`src/rtl/pmac_pkg.sv`:
```
package pmac_pkg;

  localparam int HW_W   = 16;
  localparam int ELEM_W = 2 * HW_W;
  localparam int LANE_W = ELEM_W + 2;

  localparam logic [3:0] OPC_SELF  = 4'd0;
  localparam logic [3:0] OPC_BB    = 4'd1;
  localparam logic [3:0] OPC_BT    = 4'd2;
  localparam logic [3:0] OPC_TT    = 4'd3;
  localparam logic [3:0] OPC_DA    = 4'd4;
  localparam logic [3:0] OPC_XDA   = 4'd5;
  localparam logic [3:0] OPC_DS    = 4'd6;
  localparam logic [3:0] OPC_RDS   = 4'd7;
  localparam logic [3:0] OPC_XDS   = 4'd8;
  localparam logic [3:0] OPC_SLDA  = 4'd9;
  localparam logic [3:0] OPC_XSLDA = 4'd10;

  typedef enum logic [1:0] {SEL_ALO, SEL_AHI, SEL_BLO, SEL_BHI} hw_sel_e;

  typedef struct packed {
    hw_sel_e x0;
    hw_sel_e y0;
    hw_sel_e x1;
    hw_sel_e y1;
    logic    en0;
    logic    en1;
    logic    neg0;
    logic    neg1;
  } pmac_ctl_t;

  function automatic pmac_ctl_t pmac_decode(input logic [3:0] op);
    pmac_ctl_t c;
    c = '{x0: SEL_ALO, y0: SEL_BLO, x1: SEL_AHI, y1: SEL_BHI,
          en0: 1'b0, en1: 1'b0, neg0: 1'b0, neg1: 1'b0};
    case (op)
      OPC_SELF:  begin c.x0 = SEL_BLO; c.y0 = SEL_BHI; c.en0 = 1'b1; end
      OPC_BB:    begin c.en0 = 1'b1; end
      OPC_BT:    begin c.y0 = SEL_BHI; c.en0 = 1'b1; end
      OPC_TT:    begin c.x0 = SEL_AHI; c.y0 = SEL_BHI; c.en0 = 1'b1; end
      OPC_DA:    begin c.en0 = 1'b1; c.en1 = 1'b1; end
      OPC_XDA:   begin c.x0 = SEL_AHI; c.x1 = SEL_ALO; c.en0 = 1'b1; c.en1 = 1'b1; end
      OPC_DS:    begin c.en0 = 1'b1; c.en1 = 1'b1; c.neg0 = 1'b1; end
      OPC_RDS:   begin c.en0 = 1'b1; c.en1 = 1'b1; c.neg1 = 1'b1; end
      OPC_XDS:   begin c.x0 = SEL_AHI; c.x1 = SEL_ALO; c.en0 = 1'b1; c.en1 = 1'b1;
                       c.neg1 = 1'b1; end
      OPC_SLDA:  begin c.en0 = 1'b1; c.en1 = 1'b1; c.neg0 = 1'b1; c.neg1 = 1'b1; end
      OPC_XSLDA: begin c.x0 = SEL_AHI; c.x1 = SEL_ALO; c.en0 = 1'b1; c.en1 = 1'b1;
                       c.neg0 = 1'b1; c.neg1 = 1'b1; end
      default:   ;
    endcase
    return c;
  endfunction

endpackage

```
`src/rtl/pmac_lane.sv`:
```
module pmac_lane
  import pmac_pkg::*;
(
  input  logic [ELEM_W-1:0]        elem_a,
  input  logic [ELEM_W-1:0]        elem_b,
  input  pmac_ctl_t                ctl,
  output logic signed [LANE_W-1:0] delta
);

  logic signed [HW_W-1:0]   x0, y0, x1, y1;
  logic signed [ELEM_W-1:0] prod0, prod1;
  logic signed [LANE_W-1:0] term0, term1;

  function automatic logic signed [HW_W-1:0] pick(input hw_sel_e s,
                                                   input logic [ELEM_W-1:0] a,
                                                   input logic [ELEM_W-1:0] b);
    case (s)
      SEL_ALO: return $signed(a[HW_W-1:0]);
      SEL_AHI: return $signed(a[ELEM_W-1:HW_W]);
      SEL_BLO: return $signed(b[HW_W-1:0]);
      default: return $signed(b[ELEM_W-1:HW_W]);
    endcase
  endfunction

  always_comb begin
    x0 = pick(ctl.x0, elem_a, elem_b);
    y0 = pick(ctl.y0, elem_a, elem_b);
    x1 = pick(ctl.x1, elem_a, elem_b);
    y1 = pick(ctl.y1, elem_a, elem_b);
    prod0 = x0 * y0;
    prod1 = x1 * y1;
    term0 = ctl.en0 ? (ctl.neg0 ? -LANE_W'(prod0) : LANE_W'(prod0)) : '0;
    term1 = ctl.en1 ? (ctl.neg1 ? -LANE_W'(prod1) : LANE_W'(prod1)) : '0;
    delta = term0 + term1;
  end

endmodule

```
`src/rtl/pmac64.sv`:
```
module pmac64
  import pmac_pkg::*;
#(
  parameter int XLEN  = 64,
  parameter int ACC_W = 64
) (
  input  logic                clk,
  input  logic                rst,
  input  logic                in_valid,
  output logic                in_ready,
  input  logic [3:0]          in_op,
  input  logic [XLEN-1:0]     in_src_a,
  input  logic [XLEN-1:0]     in_src_b,
  input  logic [ACC_W-1:0]    in_acc,
  output logic                out_valid,
  input  logic                out_ready,
  output logic [ACC_W/2-1:0]  out_lo,
  output logic [ACC_W/2-1:0]  out_hi
);

  localparam int NLANE = XLEN / ELEM_W;
  localparam int HALF  = ACC_W / 2;
  localparam int SUM_W = LANE_W + $clog2(NLANE) + 1;

  logic              vld_q;
  logic [3:0]        op_q;
  logic [XLEN-1:0]   a_q, b_q;
  logic [ACC_W-1:0]  acc_q;
  logic [ACC_W-1:0]  result;
  pmac_ctl_t         ctl;
  logic signed [LANE_W-1:0] lane_delta [NLANE];
  logic signed [SUM_W-1:0]  lane_sum;

  assign in_ready  = !vld_q || out_ready;
  assign out_valid = vld_q;

  always_ff @(posedge clk) begin
    if (rst) begin
      vld_q <= 1'b0;
    end else if (in_ready) begin
      vld_q <= in_valid;
    end
  end

  always_ff @(posedge clk) begin
    if (in_valid && in_ready) begin
      op_q  <= in_op;
      a_q   <= in_src_a;
      b_q   <= in_src_b;
      acc_q <= in_acc;
    end
  end

  assign ctl = pmac_decode(op_q);

  for (genvar g = 0; g < NLANE; g++) begin : g_lane
    pmac_lane u_lane (
      .elem_a (a_q[g*ELEM_W +: ELEM_W]),
      .elem_b (b_q[g*ELEM_W +: ELEM_W]),
      .ctl    (ctl),
      .delta  (lane_delta[g])
    );

    // per-element combination must stay within +/-2^31 (no intermediate wrap)
    assert_lane_bound_R8: assert property (@(posedge clk) disable iff (rst)
      out_valid |-> (lane_delta[g] <= 34'sh0_8000_0000) &&
                    (lane_delta[g] >= -34'sh0_8000_0000));
  end

  always_comb begin
    lane_sum = '0;
    for (int i = 0; i < NLANE; i++) begin
      lane_sum = lane_sum + SUM_W'(lane_delta[i]);
    end
    result = acc_q + ACC_W'(lane_sum);
  end

  assign out_lo = result[HALF-1:0];
  assign out_hi = result[ACC_W-1:HALF];

  assert_reset_idle_R1: assert property (@(posedge clk)
    rst |=> !out_valid);

  assert_accept_latency_R2: assert property (@(posedge clk) disable iff (rst)
    in_valid && in_ready |=> out_valid);

  assert_stall_hold_R2: assert property (@(posedge clk) disable iff (rst)
    out_valid && !out_ready |=> out_valid && $stable(out_lo) && $stable(out_hi));

  assert_illegal_passthru_R11: assert property (@(posedge clk) disable iff (rst)
    out_valid && (op_q > OPC_XSLDA) |-> {out_hi, out_lo} == acc_q);

endmodule

```
`config.mk`:
```
export PLATFORM = sky130hd
export DESIGN_NAME = pmac64
export DESIGN_NICKNAME = d
export VERILOG_FILES = /design/src/rtl/pmac_pkg.sv /design/src/rtl/pmac_lane.sv /design/src/rtl/pmac64.sv
export SDC_FILE = /design/constraint.sdc
export NUM_CORES = 2
export LEC_CHECK = 0
export BUFFER_PORTS_ARGS = -buffer_cell sky130_fd_sc_hd__clkbuf_2
export CORE_UTILIZATION = 40
export CTS_CLUSTER_DIAMETER = 150
export CTS_CLUSTER_SIZE = 40
export DETAILED_ROUTE_END_ITERATION = 10
export SETUP_SLACK_MARGIN = 0.2
export SKIP_CTS_REPAIR_TIMING = 1
export SLEW_MARGIN = 25
export SYNTH_ARGS = -nofsm -noshare
export SYNTH_HDL_FRONTEND = slang
export SYNTH_SLANG_ARGS = --single-unit
export TNS_END_PERCENT = 30
```
`constraint.sdc`:
```
create_clock -name clk -period 30 [get_ports clk]
set_input_delay 7.5 -clock clk [delete_from_list [all_inputs] [get_ports clk]]
set_output_delay 7.5 -clock clk [all_outputs]
set_load 0.01 [all_outputs]
```
==> results_dict.tcl <==
set metrics [dict create \
    cp-end-kind "primary output" \
    hold_viol_final 0 \
    drtIter0Drc 3331 \
    die_height_um 385 \
    synth_edf_count 196 \
    clock_path_buffers 2 \
    cpPeakStageDelay_ns 0.98 \
    numCtsBuffers 17 \
    gp_congestion 0.972 \
    slowest_stage "mux2i_2" \
    design_area_mm2 0.0625 \
    cts_max_level 4 \
    initial_utilization 0.402 \
    tightest_slew_ns 1.08 \
    drt_pass1_iterations 7 \
    drt-wirelength-per-cell_um 20.9 \
    cts_tree "yes" \
    crit_path_max_fanout 57 \
    layout_commonest_cell "inv_1" \
    antenna_found_initial 5 \
    synthXorXnorAreaFrac 0.0563 \
    die-area_mm2 0.148 \
    ys_seq_area_frac 0.101 \
    layout_common_cells "inv_1, fa_1, nand2_1" \
    fin_setup_tns_ns 0 \
    reg2reg_slack_ns 27.93 \
    maxCapViolCount 0 \
    wl_um 181000 \
    viasPerCell 5.36 \
    fin_crit_sh 0.796 \
    cts_root_buf "clkbuf_16" \
    final_cells 8688 \
    cp.arrival_ns 16.39 \
    clk-insertion-delay-late_ns 0.59 \
    fmax_mhz 41.9 \
    holdPathEnd "out_valid$_SDFFE_PP0N_" \
    status "finished clean" \
    io_buffers 265 \
    cts.clk_slew.worst_paths_ns 0.10 \
    r2r-start "out_valid$_SDFFE_PP0N_" \
    synthAdderAreaFrac 0.467 \
    crit_required_ns 22.50 \
    slew_violations 0 \
    synth_top_family_by_area "adder cells" \
    drc_errors 0 \
    core_area_mm2 0.146 \
    synth_area_leaders "fa_1, ha_1, edfxtp_1, inv_1, nand2_1" \
    grt_max_degree 68 \
    timing.rr.end "acc_q[1]$_DFFE_PP_" \
    synth_cell_types 100 \
    critPathKind "register to primary output" \
    synth_fp_nets 8401 \
    fin_nets 8510 \
    fin_crit_ns 23.89 \
    syn_to_final_growth_pct 6.77 \
    async_reset_ff_frac 0 \
    ant_nets 0 \
    grt_pass1_wl_um 283000 \
    synth_top_cell_area_share 0.360 \
    hold_path.class "register to register" \
    die_w_um 385 \
    place_hpwl_um 152000 \
    vias 46544 \
    syn_avg_cell_area_um2 8.81 \
    clock_sinks 197 \
    num_io_pins 266 \
    min_from "out_valid$_SDFFE_PP0N_" \
    synth_top_area_cell "fa_1" \
    grt_setup_unrepaired "false" \
    slew_headroom 0.264 \
    synth_compound_area_frac 0.110 \
    layout-drive-gt1-share 0.0733 \
    yosysWarnings 0 \
    dpl_cell_area_mm2 0.0619 \
    ys_ff_latch 197 \
    grt_overflow 0 \
    reg2reg_depth 3 \
    synthSimpleGateAreaFrac 0.155 \
    start_kind "register" \
    fin_worst_skew_ns 0.0205 \
    setup_viol 0 \
    postSynthCellCount 6646 \
    hold_depth 2 \
    placed_cells 8653 \
    grt_pass1_vias 48957 \
    synth.mux.area_fraction 0.0167 \
    synthFlopType "edfxtp_1" \
    grtUsageTotal 0.251 \
    synth_area_mm2 0.0586 \
    num_rows 140 \
]
==> critical path: cells and delay by family, from the launching register on <==
family | cells | cell delay, ns
flops | 1 | 0.62
buf+inv | 7 | 1.18
xor+xnor | 4 | 0.63
fa+ha+maj | 10 | 4.46
mux | 1 | 0.98
compound gates | 19 | 4.99
simple gates | 12 | 2.86
==> kinds of logic after synthesis <==
group	Yosys count
AOI/OAI and AO/OA	987
xor gates and xnor gates	375
adders and majority gates	1555
buffers and inverters	1463
DFF	197
muxes	91
and+or+nand+nor	1978
==> flip-flops by register name, summed over array words and instances (netlist names) <==
signal     count
b_q           64
op_q           4
out_valid      1
acc_q         64
a_q           64
==> synthesized netlist by cell type, drive strengths merged (39+ instances only) <==
library cell / number
clkbuf: 218
ha: 503
edfxtp: 196
nand2b: 52
and2: 216
or2: 42
nor2b: 48
xnor2: 230
nor3: 69
nand2: 756
inv: 1238
a21oi: 284
o21a: 47
xor2: 144
a21o: 114
mux2: 53
o21ai: 200
nor2: 580
nand3: 48
fa: 1052
a22oi: 39
==> final cells by class <==
cell class,count,area (um^2)
fillers,14334,83000
multi-input cells,4986,47200
flip-flops and latches,197,5910
inverters,1238,4650
well taps,1917,2400
repair buffers,315,1700
clock buffers,17,425
clock inverters,15,216
diodes,3,7.51
==> routing by layer <==
layer | track usage | share of wire | vias to the layer above
met5 | 0 | 0.000072 | -
met4 | 0.104 | 0.044 | 2
met3 | 0.0324 | 0.056 | 309
met2 | 0.426 | 0.48 | 1509
met1 | 0.322 | 0.42 | 23370
li1 | - | - | 21354
==> per-stage QoR <==
stage / setup WS [ns] / util / hold WS [ns]
6_report: 6.11 / 0.430 / 0.537
5_1_grt: 4.97 / 0.430 / 0.608
4_1_cts: 6.18 / 0.430 / 0.544
3_5_place_dp: 6.97 / 0.425 / 0.530
3_3_place_gp: 7.01 / 0.425 / 0.500
2_1_floorplan: 5.39 / - / 0.593
==> worst max path at each step <==
| stage | start | end | slack, ns |
|---|---|---|---|
| 4_1_cts | op_q[0]$_DFFE_PP_ | out_hi[28] | 6.18 |
| 2_1_floorplan | op_q[0]$_DFFE_PP_ | out_hi[28] | 5.39 |
| 3_3_place_gp | op_q[0]$_DFFE_PP_ | out_hi[28] | 7.01 |
| 5_1_grt | op_q[0]$_DFFE_PP_ | out_hi[28] | 4.97 |
| 3_5_place_dp | op_q[0]$_DFFE_PP_ | out_hi[28] | 6.97 |
| 6_report | op_q[0]$_DFFE_PP_ | out_hi[28] | 6.11 |
Power is not shown: default switching activity piles up to over one toggle a cycle in this logic, so the estimate is an artifact.
